## config.mk

```make
export PLATFORM = sky130hd
export DESIGN_NAME = arith_flag_unit
export DESIGN_NICKNAME = d
export VERILOG_FILES = /design/src/rtl/afu_pkg.sv /design/src/rtl/afu_ctrl.sv /design/src/rtl/afu_datapath.sv /design/src/rtl/arith_flag_unit.sv
export SDC_FILE = /design/constraint.sdc
export NUM_CORES = 1
export LEC_CHECK = 0
export ABC_AREA = 1
export CAP_MARGIN = 20
export CORE_ASPECT_RATIO = 2
export CORE_MARGIN = 4
export CORE_UTILIZATION = 54
export DETAILED_ROUTE_END_ITERATION = 10
export GPL_TIMING_DRIVEN = 0
export HOLD_SLACK_MARGIN = 0.06
export PLACE_DENSITY = 0.89
export RECOVER_POWER = 25
export SLEW_MARGIN = 20
export SYNTH_ARGS = -nofsm -noshare
export SYNTH_HDL_FRONTEND = slang
export SYNTH_SLANG_ARGS = --single-unit
```

## constraint.sdc

```tcl
create_clock -name clk -period 6.3 [get_ports clk]
set_input_delay 1.575 -clock clk [delete_from_list [all_inputs] [get_ports clk]]
set_output_delay 1.575 -clock clk [all_outputs]
set_load 0.01 [all_outputs]
```

## src/rtl/afu_pkg.sv

```systemverilog
package afu_pkg;
  localparam int CF_POS = 0;
  localparam int ONE_POS = 1;
  localparam int PF_POS = 2;
  localparam int AF_POS = 4;
  localparam int ZF_POS = 6;
  localparam int SF_POS = 7;
  localparam int TF_POS = 8;
  localparam int IF_POS = 9;
  localparam int DF_POS = 10;
  localparam int OF_POS = 11;

  localparam logic [2:0] OPC_ADD = 3'd0;
  localparam logic [2:0] OPC_SUB = 3'd1;
  localparam logic [2:0] OPC_AND = 3'd2;
  localparam logic [2:0] OPC_OR  = 3'd3;
  localparam logic [2:0] OPC_XOR = 3'd4;

  typedef enum logic [1:0] {
    LSEL_AND = 2'd0,
    LSEL_OR  = 2'd1,
    LSEL_XOR = 2'd2
  } logicSel_e;

  typedef struct packed {
    logic      arithUpd;
    logic      isSub;
    logic      logicUpd;
    logicSel_e logicSel;
    logic      tfSet;
    logic      tfClr;
    logic      ifSet;
    logic      ifClr;
    logic      dfSet;
    logic      dfClr;
  } flagStrobe_t;
endpackage

```

## src/rtl/afu_ctrl.sv

```systemverilog
module afu_ctrl
  import afu_pkg::*;
(
  input  logic        opValid,
  input  logic [2:0]  opCode,
  input  logic [2:0]  ctlCmd,
  output flagStrobe_t stb
);
  always_comb begin
    stb = '0;
    stb.logicSel = LSEL_AND;
    if (opValid) begin
      unique case (opCode)
        OPC_ADD: stb.arithUpd = 1'b1;
        OPC_SUB: begin stb.arithUpd = 1'b1; stb.isSub = 1'b1; end
        OPC_AND: begin stb.logicUpd = 1'b1; stb.logicSel = LSEL_AND; end
        OPC_OR:  begin stb.logicUpd = 1'b1; stb.logicSel = LSEL_OR; end
        OPC_XOR: begin stb.logicUpd = 1'b1; stb.logicSel = LSEL_XOR; end
        default: ;
      endcase
    end
    case (ctlCmd)
      3'd1: stb.tfSet = 1'b1;
      3'd2: stb.tfClr = 1'b1;
      3'd3: stb.ifSet = 1'b1;
      3'd4: stb.ifClr = 1'b1;
      3'd5: stb.dfSet = 1'b1;
      3'd6: stb.dfClr = 1'b1;
      default: ;
    endcase
  end
endmodule

```

## src/rtl/afu_datapath.sv

```systemverilog
module afu_datapath
  import afu_pkg::*;
#(
  parameter int DATA_W = 32
) (
  input  logic              clk,
  input  logic              rst_n,
  input  flagStrobe_t       stb,
  input  logic [1:0]        opSize,
  input  logic [DATA_W-1:0] opA,
  input  logic [DATA_W-1:0] opB,
  output logic [31:0]       flagWord,
  output logic [31:0]       stringStep
);
  localparam int EXT_W = DATA_W + 1;

  logic [DATA_W-1:0] sizeMask, aM, bM, arithRes, logicRes, res;
  logic [EXT_W-1:0]  rawExt;
  logic carryOut, resMsb, aMsb, bMsb;
  logic cfQ, pfQ, afQ, zfQ, sfQ, tfQ, ifQ, dfQ, ofQ;
  logic nCf, nPf, nAf, nZf, nSf, nOf;
  logic [31:0] stepBytes;

  assign aM = opA & sizeMask;
  assign bM = opB & sizeMask;
  assign rawExt = stb.isSub ? ({1'b0, aM} - {1'b0, bM}) : ({1'b0, aM} + {1'b0, bM});
  assign arithRes = rawExt[DATA_W-1:0] & sizeMask;

  always_comb begin
    unique case (stb.logicSel)
      LSEL_OR:  logicRes = aM | bM;
      LSEL_XOR: logicRes = aM ^ bM;
      default:  logicRes = aM & bM;
    endcase
  end

  assign res = stb.arithUpd ? arithRes : logicRes;

  always_comb begin
    case (opSize)
      2'd0: begin
        sizeMask = DATA_W'(8'hFF);
        carryOut = rawExt[8];
        resMsb = res[7]; aMsb = aM[7]; bMsb = bM[7];
        stepBytes = 32'd1;
      end
      2'd1: begin
        sizeMask = DATA_W'(16'hFFFF);
        carryOut = rawExt[16];
        resMsb = res[15]; aMsb = aM[15]; bMsb = bM[15];
        stepBytes = 32'd2;
      end
      default: begin
        sizeMask = '1;
        carryOut = rawExt[DATA_W];
        resMsb = res[DATA_W-1]; aMsb = aM[DATA_W-1]; bMsb = bM[DATA_W-1];
        stepBytes = 32'd4;
      end
    endcase
  end

  always_comb begin
    nPf = ~^res[7:0];
    nZf = (res == '0);
    nSf = resMsb;
    if (stb.arithUpd) begin
      nCf = carryOut;
      nAf = aM[4] ^ bM[4] ^ arithRes[4];
      nOf = stb.isSub ? ((aMsb != bMsb) && (resMsb != aMsb))
                      : ((aMsb == bMsb) && (resMsb != aMsb));
    end else begin
      nCf = 1'b0;
      nAf = afQ;
      nOf = 1'b0;
    end
  end

  always_ff @(posedge clk) begin
    if (!rst_n) begin
      {cfQ, pfQ, afQ, zfQ, sfQ, tfQ, ifQ, dfQ, ofQ} <= '0;
    end else begin
      if (stb.arithUpd || stb.logicUpd) begin
        cfQ <= nCf; pfQ <= nPf; afQ <= nAf;
        zfQ <= nZf; sfQ <= nSf; ofQ <= nOf;
      end
      if (stb.tfSet) tfQ <= 1'b1; else if (stb.tfClr) tfQ <= 1'b0;
      if (stb.ifSet) ifQ <= 1'b1; else if (stb.ifClr) ifQ <= 1'b0;
      if (stb.dfSet) dfQ <= 1'b1; else if (stb.dfClr) dfQ <= 1'b0;
    end
  end

  always_comb begin
    flagWord = '0;
    flagWord[ONE_POS] = 1'b1;
    flagWord[CF_POS] = cfQ;
    flagWord[PF_POS] = pfQ;
    flagWord[AF_POS] = afQ;
    flagWord[ZF_POS] = zfQ;
    flagWord[SF_POS] = sfQ;
    flagWord[TF_POS] = tfQ;
    flagWord[IF_POS] = ifQ;
    flagWord[DF_POS] = dfQ;
    flagWord[OF_POS] = ofQ;
  end

  assign stringStep = dfQ ? (32'd0 - stepBytes) : stepBytes;

  // no strobe of any kind leaves the whole word unchanged
  assert_idle_hold_R11: assert property (@(posedge clk) disable iff (!rst_n)
    !(stb.arithUpd || stb.logicUpd || stb.tfSet || stb.tfClr || stb.ifSet ||
      stb.ifClr || stb.dfSet || stb.dfClr) |=> $stable(flagWord));
  // a logic op leaves carry and overflow cleared
  assert_logic_clears_R8: assert property (@(posedge clk) disable iff (!rst_n)
    stb.logicUpd |=> (!flagWord[CF_POS] && !flagWord[OF_POS]));
  // a logic op keeps auxiliary carry
  assert_logic_keeps_af_R8: assert property (@(posedge clk) disable iff (!rst_n)
    stb.logicUpd |=> $stable(flagWord[AF_POS]));
  // setting direction makes the step negative on the next cycle
  assert_step_negative_R10: assert property (@(posedge clk) disable iff (!rst_n)
    stb.dfSet |=> stringStep[31]);
  // a zero result has even parity and a clear sign
  assert_zero_implies_pf_R4: assert property (@(posedge clk) disable iff (!rst_n)
    flagWord[ZF_POS] |-> (flagWord[PF_POS] && !flagWord[SF_POS]));
  // control commands never move the arithmetic flags
  assert_cmd_only_R9: assert property (@(posedge clk) disable iff (!rst_n)
    !(stb.arithUpd || stb.logicUpd) |=> $stable({flagWord[OF_POS], flagWord[7:0]}));
endmodule

```

## src/rtl/arith_flag_unit.sv

```systemverilog
module arith_flag_unit
  import afu_pkg::*;
#(
  parameter int DATA_W = 32
) (
  input  logic              clk,
  input  logic              rst_n,
  input  logic              opValid,
  input  logic [2:0]        opCode,
  input  logic [1:0]        opSize,
  input  logic [DATA_W-1:0] opA,
  input  logic [DATA_W-1:0] opB,
  input  logic [2:0]        ctlCmd,
  output logic [31:0]       flagWord,
  output logic [31:0]       stringStep
);
  flagStrobe_t stb;

  afu_ctrl uCtrl (
    .opValid(opValid),
    .opCode(opCode),
    .ctlCmd(ctlCmd),
    .stb(stb)
  );

  afu_datapath #(.DATA_W(DATA_W)) uPath (
    .clk(clk),
    .rst_n(rst_n),
    .stb(stb),
    .opSize(opSize),
    .opA(opA),
    .opB(opB),
    .flagWord(flagWord),
    .stringStep(stringStep)
  );
endmodule

```

* After elaboration in Yosys (flattened, before gate mapping)
Index checks and enable logic that the tools add are counted.
** Storage, ports and cells
- Register bits :: 9
- Latch bits :: 0
- Memories :: 0
- Memory bits (writable) :: 0
- Word-level logic and storage cells :: 77
- ROM bits :: 0
- Output and inout bits :: 64
- Input port bits :: 75
** Operators by class
- Multiply operators :: 0
- Order comparisons :: 0
- Add/sub/neg operators :: 3
- Mux-type cells :: 29
- Equal/unequal tests :: 16
- Divide/modulo/power cells :: 0
- Bitwise logic cells :: 8
- Reduce and logical (&&, ||, !) cells :: 12
- Shifts and indexed selects :: 0
** Operator list (number)
- bitwise AND 32 bit :: 4
- case mux 32 bit (2 select lines) :: 2
- two-way mux 32 bit :: 2
- adder 32 x 32 -> 33 bit :: 1
- two-way mux 33 bit :: 1
- subtractor 32 x 32 -> 33 bit :: 1
- zero test 32 bit :: 1
- bitwise OR 32 bit :: 1
- XOR 32 bit :: 1
- two-way mux 1 bit :: 17
- equality test 3 x 2 -> 1 bit, second input constant :: 4
- equality test 3 bit, second input constant :: 4
- case mux 3 bit (3 select lines) :: 1
- case mux 1 bit (2 select lines) :: 4
- XNOR reduction 8 bit :: 1
- equality test 3 x 1 -> 1 bit, second input constant :: 2
- case mux 3 bit (2 select lines) :: 1
- nonzero test 2 bit :: 3
- two-way mux 5 bit :: 1
- equality test 2 x 1 -> 1 bit, second input constant :: 2
- subtractor 1 x 3 -> 4 bit, first input constant :: 1
- zero test 3 bit :: 1
- equality test 2 bit, second input constant :: 1
- logical AND 1 bit :: 2
- 7 further kinds :: 9

* Depth between registers and ports, before layout
Gate-level depths: netlist (run 1).
- Depth after elaboration :: 12
- Mapped depth :: 33
- Depth with buffers taken out :: 32

* Cells and area by module
From an unflattened synthesis (run 1), not the netlist that was laid out.
** Second synthesis, totals
- Cell total of the unflattened synthesis :: 1257
- Area total of the unflattened synthesis :: 6701.4 um2
** By module, submodules not included
- afu_datapath :: sequential area each 180.2 um2, area each 6605.1 um2, times used 1, cells an instance 1235
- afu_ctrl :: sequential area each 0.0 um2, area each 96.3 um2, times used 1, cells an instance 22

* Worst setup path after synthesis (run 1)
OpenSTA, ideal clock, no wires.
- Path type :: in2reg
- From :: input port opSize[0]
- To :: register uPath.zfQ
- Data arrival time :: 4.930 ns
- Stages :: 28
- Path slack :: 1.301 ns
- Library setup time :: 0.070 ns
- Path through :: nor2_4 -> inv_4 -> clkbuf_1 -> ha_1 -> buf_2 -> nand2_1 -> inv_1 -> nor2_1 -> nand3_1 -> nor3_1 -> nand3_1 -> o21ai_2 -> xor2_1 -> inv_1 -> ha_1 -> nand2_1 -> nor3_1 -> and2_1 -> nand2_1 -> nand3_1 -> nand2_1 -> nand3_1 -> nand2_1 -> nor2_1 -> nand2_1 -> nor2_1 -> nand3_1 -> a21oi_1
** Between the ends
- Longest elaborated chain between the ends :: 8
- Elaborated cells between the ends (all ways) :: 15
- Those cells by class :: add/sub: 2; eq/ne: 1; mux: 4; bitwise: 6; reduce/logical: 2
** RTL lines
- start, declared :: line arith_flag_unit.sv:10 : input logic [1:0] opSize,
- equality test 2 x 1 -> 1 bit or zero test 2 bit (tied branches) :: line afu_datapath.sv:40 : case (opSize)
- case mux 32 bit (2 select lines) (*) :: line afu_datapath.sv:40
- bitwise AND 32 bit (on tied branches) :: line afu_datapath.sv:24, afu_datapath.sv:25
- adder 32 x 32 -> 33 bit or subtractor 32 x 32 -> 33 bit (tied branches) :: line afu_datapath.sv:26 : assign rawExt = stb.isSub ? ({1'b0, aM} - {1'b0, bM}) : ({1'b0, aM} + {1'b0, bM});
- two-way mux 33 bit :: line afu_datapath.sv:26
- bitwise AND 32 bit :: line afu_datapath.sv:27 : assign arithRes = rawExt[DATA_W-1:0] & sizeMask;
- two-way mux 32 bit (*) :: line afu_datapath.sv:37 : assign res = stb.arithUpd ? arithRes : logicRes;
- zero test 32 bit (*) :: line afu_datapath.sv:64 : nZf = (res == '0);
- end signal, assigned :: line afu_datapath.sv:84 : zfQ <= nZf; sfQ <= nSf; ofQ <= nOf;
- end, declared :: line afu_datapath.sv:20 : logic cfQ, pfQ, afQ, zfQ, sfQ, tfQ, ifQ, dfQ, ofQ;
Mark *: on every way between the ends. The rest lies on a longest branch, timed or not.
A chain may end at the register's enable or synchronous reset.

* Worst setup path in the final report (run 1)
- From :: input port opSize[1]
- To :: register uPath.zfQ
The elaborated chain is that of the path after synthesis.

==> results of run 1 <==
final timing paths:
path | from | to | slack, ns | depth (start not counted)
min reg2reg | uPath.cfQ | uPath.cfQ | 0.46 | 2
max | opSize[1] | uPath.zfQ | 0.29 | 30
max reg2reg | uPath.sfQ | uPath.sfQ | 5.48 | 3
min | uPath.cfQ | uPath.cfQ | 0.46 | 2
final cells by class:
type | instances | area [um2]
Buffer | 83 | 552
Clock buffer | 4 | 78.8
Fill cell | 1165 | 3900
Inverter | 236 | 891
Multi-Input combinational cell | 913 | 5170
Sequential cell | 9 | 180
Tap cell | 147 | 184
Timing Repair Buffer | 117 | 1170
tightest hold or removal path, delay by kind of cell (launching register included):
| family | cells | cell delay (ns) |
|---|---|---|
| AO/OA/AOI/OAI | 1 | 0.05 |
| AND/OR/NAND/NOR | 1 | 0.06 |
| flip-flops | 1 | 0.30 |
what timing repair did:
action / CTS / global route
hold buffers: 0 / 0
setup buffers: 0 / 2
pin swaps: 0 / 3
resized for setup: 3 / 20
endpoints found under the setup margin: 4 / 4
routing by layer:
metal  up-vias  share of wire, %  GRT usage [%]  wire length, um
met1      3414                29           27.7             7480
met3       174               5.1           4.59             1300
met2       352                52           69.6            13300
li1       3932                 -              -                -
met5         -                 0              0                0
met4         0                13           35.7             3290
flip-flops by register name, summed over array words and instances, names as in the netlist:
signal and count:
uPath.afQ 1, uPath.cfQ 1, uPath.dfQ 1, uPath.ifQ 1, uPath.ofQ 1, uPath.pfQ 1
uPath.sfQ 1, uPath.tfQ 1, uPath.zfQ 1
per-stage QoR:
step                cells  worst slack [ns]
floorplan            1242              1.30
global placement     1504            -0.891
detailed placement   1504            -0.855
CTS                  1507           0.00497
global route         1509          -0.00574
finish               1509             0.290
cell usage after synthesis (7+ instances only):
master and count:
sky130_fd_sc_hd__buf_4 61, sky130_fd_sc_hd__o21ai_0 38, sky130_fd_sc_hd__a21oi_1 37, sky130_fd_sc_hd__nand2_1 426, sky130_fd_sc_hd__dfxtp_1 9, sky130_fd_sc_hd__ha_1 104
sky130_fd_sc_hd__nor2_1 92, sky130_fd_sc_hd__clkbuf_1 18, sky130_fd_sc_hd__nor3_1 12, sky130_fd_sc_hd__xor2_1 39, sky130_fd_sc_hd__inv_2 10, sky130_fd_sc_hd__nand4_1 22
sky130_fd_sc_hd__inv_1 224, sky130_fd_sc_hd__nand3_1 44, sky130_fd_sc_hd__xnor2_1 7
power breakdown:
group	internal (mW)	leakage [nW]	switching, mW
clock	0.0845	0.0382	0.0274
sequential	0.0606	0.0735	0.00239
combinational	0.261	4.88	0.418
cell families after synthesis:
kind of cell / Yosys count
and+or+nand+nor: 638
buffers and inverters: 320
adders and majority gates: 105
AOI/OAI and AO/OA: 101
xor gates and xnor gates: 46
DFF: 9
other: 2
==> reports/results.md, run 1 <==
| Result | This run |
|:---|:---|
| Number of sinks driven by the clock tree | 9 |
| Number of synthesized flops with an enable pin | 0 |
| Number of buffers created by CTS | 3 |
| Ys Warns | 0 |
| Worst endpoint required time | 6.47 ns |
| CTS clk-pin slew, worst paths | 0.04 ns |
| Area delta synth->final | 23.9% |
| Sequential fraction of the synthesis area | 2.71% |
| Pin count of the biggest net entering global routing | 30 |
| Synth cell types | 50 |
| Slowest-stage cell, CP | sky130_fd_sc_hd__clkdlybuf4s50_1 |
| Clock period minus worst slack | 6.01 ns |
| Largest stage delay, worst path | 0.50 ns |
| Number of primary I/O pins | 139 |
| Cell count after synthesis | 1,221 |
| Die H | 165 um |
| Antenna viol nets, final | 0 |
| Leakage | 4.99 nW |
| Xor and xnor fraction of the mapped netlist area | 6.07% |
| Final number of max-transition violations | 0 |
| Max frequency | 0.166 GHz |
| CTS Buffer Depth | 2 |
| Worst min-delay path category | reg -> reg |
| Area share of the largest cell type after synthesis | 24.1% |
| Worst Path Class, Setup | in -> reg |
| Run status | finished, final reports clean |
| Dpl cell area | 0.00805 mm2 |
| Worst path arrival time | 6.18 ns |
| Number of antenna cells inserted | 0 |
| Least-Margin Pin Slew | 0.951 ns |
| Basic-gate share of the synthesized area counting and, or, nand and nor cells | 41.0% |
| Number of remaining DRC errors | 0 |
| Clock Root Buffer | sky130_fd_sc_hd__clkbuf_16 |
| Final Cycle Share | 95.4% |
| Overall Global Routing Usage | 35.6% |
| Count of TritonRoute iterations in the first routing pass | 7 |
| Overall routed net length | 25.4 mm |
| Horizontal extent of the die | 86.4 um |
| Critical Path Most Common Cell | sky130_fd_sc_hd__nand2_1 |
| Initial core utilization | 54.8% |
| Mean number of vias per cell | 5.22 |
| Startpoint class of the critical path | input port |
| Count of vias placed by the detailed router | 7,872 |
| Maximum fanout along the worst path | 18 |
| Ys async rst share | 0% |
| CTS H-tree lvls | 1 |
| Wire length of the first global-routing pass | 38.8 mm |
| Power density normalized to cell area | 104 mW/mm2 |
| Number of antenna violations at the first check in global routing | 0 |
| TNS Setup | 0 ns |
| Predominant post-synthesis flop cell | sky130_fd_sc_hd__dfxtp_1 |
| Maxcap violations | 0 |
| Half-perimeter wire length of the detailed placement result | 21.9 mm |
| Setup skew after layout | 0 ns |
| Final Net Count | 1,543 |
| Final setup violation count | 0 |
| Ratio of cells with drive above 1 in the final layout | 9.62% |
| Overall power after layout | 0.854 mW |
| RePlAce Congestion | 0.981 |
| Final Cell Area | 0.00822 mm2 |
| CP bufs+invs | 5 |
| Row count | 57 |
| Max transition margin | 36.6% |
| Grt ovf | 0 |
| Post-synthesis mux area share | 0% |
| Maximum resistive drop on vdd | 0.000177 V |
| Clock tree from TritonCTS | done |
| Hold violation count in the final report | 0 |
| Seq cells post-synth | 9 |
| Mean Syn Cell Area | 5.44 um2 |
| Delay-heaviest family, CP | simple AND/OR/NAND/NOR gates |
| Most common library cell in the layout ignoring fill and taps | sky130_fd_sc_hd__nand2_1 |
| Top post-synthesis cells by area | sky130_fd_sc_hd__nand2_1, sky130_fd_sc_hd__ha_1, sky130_fd_sc_hd__inv_1 |
| Area of the mapped netlist | 0.00664 mm2 |
| Nature of the critical path endpoint | register |
| Die ar. | 0.0142 mm2 |
| Dominant cell type by area after synthesis | sky130_fd_sc_hd__nand2_1 |
| Vias in the first global route | 7,895 |
| Area of the core | 0.0121 mm2 |
| Min Hold Slack | 0.464 ns |
| First DRT Iteration DRCs | 401 |
| Fraction of the mapped netlist area in compound gates | 8.63% |
| Top library cells by usage in the layout, fill and taps aside | sky130_fd_sc_hd__nand2_1, sky130_fd_sc_hd__inv_1, sky130_fd_sc_hd__clkdlybuf4s50_1 |
| Final Core Density | 67.8% |
| Number of port buffers | 115 |
| Clock latency of the later-clocked register in the worst-skew pair | 0.23 ns |
| Dominant combinational cell family by area after synthesis | simple AND/OR/NAND/NOR gates |
| Adder-cell share of the synthesized area | 19.9% |
| WL/cell | 16.8 um |
No activity file was read; power rests on OpenSTA's default activity.
==> run 2: changes to the inputs <==
- CORE_UTILIZATION: 54 -> 30
- PLACE_DENSITY: 0.89 -> 0.57
==> run 2 against run 1 <==
Combinational power is 0.7% lower; clock power hardly changed; highest routed layer unchanged; total power is 0.49% lower; flip-flop and latch count stayed put; critical path depth is 6 lower; worst setup slack worse by 0.0059 ns; die area is 74% higher; via count is 4.3% lower; first-iteration DRC count is 14% lower; final area is 2.1% higher; final cell count is 8.4% higher; worst hold slack better by 0.0026 ns.
==> reports/results.md, run 2 (synthesis gave the netlist of run 1 again) <==
| Result | This run |
|:---|:---|
| Count of TritonRoute iterations in the first routing pass | 5 |
| Area taken by multi-input logic gates | 0.00518 mm2 |
| Clock tree from TritonCTS | done |
| Half-perimeter wire length of the detailed placement result | 22.4 mm |
| Number of antenna violations at the first check in global routing | 0 |
| Setup skew after layout | 0 ns |
| CTS H-tree lvls | 1 |
| Int Pwr | 0.407 mW |
| Share of total power in the clock network | 13.3% |
| Worst endpoint required time | 6.47 ns |
| Number of sinks driven by the clock tree | 9 |
| CTS clk-pin slew, worst paths | 0.04 ns |
| Start of the worst register-to-register path | uPath.sfQ |
| Top library cells by usage in the layout, fill and taps aside | sky130_fd_sc_hd__nand2_1, sky130_fd_sc_hd__inv_1, sky130_fd_sc_hd__clkdlybuf4s50_1 |
| Horizontal extent of the die | 113 um |
| Die ar. | 0.0247 mm2 |
| Fraction of power consumed by sequential logic | 7.4% |
| Max frequency | 0.166 GHz |
| Most common library cell in the layout ignoring fill and taps | sky130_fd_sc_hd__nand2_1 |
| Min Hold Slack | 0.467 ns |
| WL/cell | 15.4 um |
| Worst R2R End | uPath.sfQ |
| Fillcell total | 2,488 |
| Row count | 76 |
| Overall Global Routing Usage | 20.1% |
| Maximum fanout along the worst path | 10 |
| Area of the core | 0.0217 mm2 |
| Vias in the first global route | 7,608 |
| Least-Margin Pin Slew | 0.808 ns |
| Cells on Worst Hold Path | 2 |
| Startpoint class of the critical path | input port |
| Final Cycle Share | 95.5% |
| RePlAce Congestion | 0.966 |
| Hold buffer count at cts | 0 |
| Overall power after layout | 0.850 mW |
| Final setup violation count | 0 |
| FF/Latch Area | 180 um2 |
| First DRT Iteration DRCs | 344 |
| Worst hold endpoint | uPath.cfQ |
| Maxcap violations | 0 |
| Clock latency of the later-clocked register in the worst-skew pair | 0.23 ns |
| Maximum resistive drop on vdd | 0.0000655 V |
| Max transition margin | 46.2% |
| Register-to-Register Setup Slack | 5.54 ns |
| Fraction of power spent switching nets | 52.1% |
| Number of primary I/O pins | 139 |
| Ratio of cells with drive above 1 in the final layout | 9.83% |
| Number of port buffers | 115 |
| Count of vias placed by the detailed router | 7,531 |
| Grt ovf | 0 |
| Final number of max-transition violations | 0 |
| Hold path start | uPath.cfQ |
| Die H | 218 um |
| Area delta synth->final | 26.5% |
| Worst Reg2Reg Path Length in Cells | 3 |
| Overall routed net length | 25.2 mm |
| Nature of the critical path endpoint | register |
| Final Net Count | 1,544 |
| Pin count of the biggest net entering global routing | 30 |
| Hold violation count in the final report | 0 |
| Worst Path Class, Setup | in -> reg |
| Final Core Density | 38.7% |
| RSZ-0062 raised after global routing | no |
| Number of antenna cells inserted | 0 |
| Gate power share | 79.3% |
| Number of buffers created by CTS | 3 |
| Worst path arrival time | 6.18 ns |
| Mean number of vias per cell | 4.60 |
| Worst min-delay path category | reg -> reg |
| Run status | finished, final reports clean |
| Net Sw Power | 0.443 mW |
| Leakage | 5.00 nW |
| Wire length of the first global-routing pass | 39.1 mm |
| Launching instance or port of the critical path | opCode[2] |
| Initial core utilization | 30.6% |
| Number of remaining DRC errors | 0 |
| Antenna viol nets, final | 0 |
| Clock period minus worst slack | 6.02 ns |
| Clock Root Buffer | sky130_fd_sc_hd__clkbuf_16 |
| Power density normalized to cell area | 101 mW/mm2 |
| CTS Buffer Depth | 2 |
[run 2: worst max-delay path: stages]
cell and delay [ns]:
sky130_fd_sc_hd__clkdlybuf4s50_1 0.47, sky130_fd_sc_hd__inv_1 0.06, sky130_fd_sc_hd__nand2_1 0.09, sky130_fd_sc_hd__nor2_2 0.10, sky130_fd_sc_hd__nand2_1 0.29, sky130_fd_sc_hd__clkbuf_1 0.57, sky130_fd_sc_hd__o21ai_0 0.33, sky130_fd_sc_hd__xor2_1 0.20
sky130_fd_sc_hd__inv_1 0.06, sky130_fd_sc_hd__ha_1 0.33, sky130_fd_sc_hd__nand2_1 0.12, sky130_fd_sc_hd__inv_1 0.06, sky130_fd_sc_hd__a21oi_1 0.15, sky130_fd_sc_hd__nand2_1 0.14, sky130_fd_sc_hd__xnor2_1 0.33, sky130_fd_sc_hd__nand2_1 0.12
sky130_fd_sc_hd__nand2_1 0.15, sky130_fd_sc_hd__ha_1 0.16, sky130_fd_sc_hd__nand4_1 0.18, sky130_fd_sc_hd__nor2_1 0.14, sky130_fd_sc_hd__nand2_1 0.06, sky130_fd_sc_hd__a21oi_1 0.16, sky130_fd_sc_hd__nand3_1 0.15, sky130_fd_sc_hd__a21oi_1 0.14
[run 2: cell type report]
class	count	share of cell area, %
repair buffers	118	14.0
clock buffers	4	0.939
multi-input cells	913	61.7
flip-flops and latches	9	2.15
plain buffers	83	6.57
well taps	273	4.07
inverters	236	10.6
[run 2: layer usage]
metal	wire length [um]	vias up	share of wire (%)	global-route usage (%)
met2	14100	230	56	41.9
met1	7960	3282	32	17.1
met3	1050	86	4.2	1.80
met4	2080	0	8.3	13.6
met5	0	-	0	0
li1	-	3933	-	-
[run 2: power by group through the flow]
stage / clock (mW) / sequential (mW) / combinational (mW)
2_1_floorplan: 0 / 0.0628 / 0.428
3_3_place_gp: 0 / 0.0635 / 0.662
3_5_place_dp: 0 / 0.0635 / 0.666
4_1_cts: 0.114 / 0.0627 / 0.673
5_1_grt: 0.116 / 0.0631 / 0.753
6_report: 0.113 / 0.0626 / 0.674
[run 2: timing repair]
item | in CTS | in global routing
resized for setup | 10 | 17
endpoints found under the hold margin | 0 | 0
buffers inserted | 0 | 3
endpoints found under the setup margin | 4 | 4
pin swaps | 0 | 3
[run 2: worst max path at each step]
stage	to	slack, ns	cells past startpoint
finish	uPath.zfQ	0.28	24
global route	uPath.zfQ	0.03	24
CTS	uPath.zfQ	0.02	29
detailed placement	uPath.zfQ	-1.22	27
global placement	uPath.zfQ	-1.16	27
floorplan	uPath.zfQ	1.30	28
[run 2: per-stage QoR]
| step | TNS, ns | area (um2) | setup WS, ns | instances |
|---|---|---|---|---|
| global route | 0 | 8400 | 0.0296 | 1636 |
| global placement | -3.49 | 8210 | -1.16 | 1630 |
| finish | 0 | 8400 | 0.284 | 1636 |
| CTS | 0 | 8320 | 0.0173 | 1633 |
| detailed placement | -3.83 | 8210 | -1.22 | 1630 |
| floorplan | 0 | 6720 | 1.30 | 1242 |
==> run 3: changes to the inputs <==
- REMOVE_ABC_BUFFERS: unset -> 1
==> run 3 against run 2 <==
Final area fell by 6.0%; non-clock buffer count fell by 81; via count is 5.2% lower; total power decreased by 6.8%; flip-flop and latch count did not move; worst setup slack improved by 0.060 ns; worst hold slack lost 0.011 ns; sequential power increased by 2%; global-route usage shrank 2.5 points; critical path depth grew 6; sequential share of layout area is 0.14 points higher; maximum frequency rose by 1.0%; largest power group unchanged.
==> reports/results.md, run 3 (synthesis gave the netlist of run 1 again) <==
| Result | This run |
|:---|:---|
| Run status | finished, final reports clean |
| Slowest-stage cell, CP | sky130_fd_sc_hd__clkdlybuf4s50_1 |
| Power density normalized to cell area | 100 mW/mm2 |
| Clock period minus worst slack | 5.96 ns |
| RePlAce Congestion | 0.969 |
| Mean number of vias per cell | 4.59 |
| Number of antenna violations at the first check in global routing | 0 |
| Antenna viol nets, final | 0 |
| Grt ovf | 0 |
| Cells on Worst Hold Path | 2 |
| Worst Path Class, Setup | in -> reg |
| Max transition margin | 27.9% |
| Number of buffers created by CTS | 3 |
| Cell total after placement | 1,548 |
| Startpoint class of the critical path | input port |
| Maximum fanout along the worst path | 16 |
| Fillcell total | 2,496 |
| Start of the worst register-to-register path | uPath.dfQ |
| Final cell count without fillers | 1,555 |
| Number of remaining DRC errors | 0 |
| Clock tree from TritonCTS | done |
| Clock Root Buffer | sky130_fd_sc_hd__clkbuf_16 |
| Maximum resistive drop on vdd | 0.000161 V |
| Pre-CTS WS | -0.407 ns |
| Worst endpoint required time | 6.47 ns |
| Maxcap violations | 0 |
| Register-to-Register Setup Slack | 5.03 ns |
| Worst path arrival time | 6.12 ns |
| Leakage | 4.64 nW |
| Horizontal extent of the die | 113 um |
| Pin count of the biggest net entering global routing | 37 |
| Final Cycle Share | 94.5% |
| Vias in the first global route | 7,046 |
| Count of vias placed by the detailed router | 7,137 |
| First DRT Iteration DRCs | 268 |
| Clock latency of the later-clocked register in the worst-skew pair | 0.23 ns |
| Final setup violation count | 0 |
| Die ar. | 0.0247 mm2 |
| Least-Margin Pin Slew | 1.08 ns |
| RSZ-0062 raised after global routing | no |
| Number of antenna cells inserted | 0 |
| Top library cells by usage in the layout, fill and taps aside | sky130_fd_sc_hd__nand2_1, sky130_fd_sc_hd__inv_1, sky130_fd_sc_hd__clkdlybuf4s50_1 |
| Largest stage delay, worst path | 0.53 ns |
| Initial core utilization | 30.6% |
| Min Hold Slack | 0.456 ns |
| Number of port buffers | 115 |
| Hold path start | uPath.zfQ |
| CTS H-tree lvls | 1 |
| Setup skew after layout | 0 ns |
| Row count | 76 |
| Wire length of the first global-routing pass | 34.7 mm |
| CTS Buffer Depth | 2 |
| Worst hold endpoint | uPath.zfQ |
| Max frequency | 0.168 GHz |
| Overall Global Routing Usage | 17.6% |
| Final number of max-transition violations | 0 |
| Worst Reg2Reg Path Length in Cells | 2 |
| Overall routed net length | 22.5 mm |
| WL/cell | 14.5 um |
| CTS clk-pin slew, worst paths | 0.04 ns |
| Smallest setup slack after layout | 0.344 ns |
| Critical Path Most Common Cell | sky130_fd_sc_hd__inv_1 |
| Worst min-delay path category | reg -> reg |
| Area delta synth->final | 18.8% |
| Count of TritonRoute iterations in the first routing pass | 4 |
| Ratio of cells with drive above 1 in the final layout | 5.54% |
| Area of the core | 0.0217 mm2 |
| Die H | 218 um |
| Hold violation count in the final report | 0 |
| Most common library cell in the layout ignoring fill and taps | sky130_fd_sc_hd__nand2_1 |
| Half-perimeter wire length of the detailed placement result | 19.3 mm |
| TNS Setup | 0 ns |
| Nature of the critical path endpoint | register |
| Worst R2R End | uPath.dfQ |
| Number of primary I/O pins | 139 |
| Number of sinks driven by the clock tree | 9 |
| Final Net Count | 1,463 |
run 3: how the worst max path moves through the flow:
stage | depth (start not counted) | endpoint | slack, ns | startpoint
5_1_grt | 29 | uPath.zfQ | 0.04 | opSize[0]
2_1_floorplan | 25 | uPath.ofQ | 0.64 | opCode[2]
6_report | 30 | uPath.zfQ | 0.34 | opSize[0]
3_5_place_dp | 23 | uPath.zfQ | -0.41 | opValid
3_3_place_gp | 24 | uPath.zfQ | -3.16 | opValid
4_1_cts | 29 | uPath.zfQ | 0.04 | opSize[0]
run 3: final cells by class:
cell class	count	area (um2)	area share (%)
clock buffer	3	75.1	0.952
clock inverter	1	5.00	0.0634
inverter	236	892	11.3
multi-input combinational	913	5170	65.6
sequential	9	180	2.28
tap	273	342	4.33
timing repair buffer	120	1220	15.5
run 3: worst max-delay path: cells and delay by family:
| family | cells | cell delay, ns |
|---|---|---|
| xor+xnor | 1 | 0.15 |
| buf+inv | 6 | 0.94 |
| simple gates | 17 | 2.14 |
| compound gates | 4 | 0.71 |
| fa+ha+maj | 2 | 0.60 |
run 3: metal layers:
metal / vias to the layer above / share of wire (%) / GRT usage, %
li1: 3770 / - / -
met1: 3132 / 33 / 15.1
met2: 173 / 59 / 38.6
met3: 62 / 3.2 / 1.03
met4: 0 / 5.4 / 8.58
met5: - / 0 / 0
run 3: timing repair:
action | CTS | global route
resized for setup | 3 | 11
pin swaps | 0 | 3
setup buffers | 0 | 3
endpoints found under the setup margin | 2 | 4
hold buffers | 0 | 0
run 3: where the power goes:
group / leakage (nW) / total, mW / internal, mW / switching, mW
Sequential: 0.0735 / 0.0640 / 0.0605 / 0.00350
Combinational: 4.53 / 0.615 / 0.236 / 0.379
Clock: 0.0409 / 0.113 / 0.0838 / 0.0294
run 3: through the flow:
stage               util (%)  power [mW]  instance area, um2
finish                  36.4       0.792                7890
global route            36.4       0.875                7890
CTS                     36.1       0.796                7820
detailed placement      35.6       0.679                7730
global placement        35.3       0.668                7660
floorplan                  -       0.460                6170
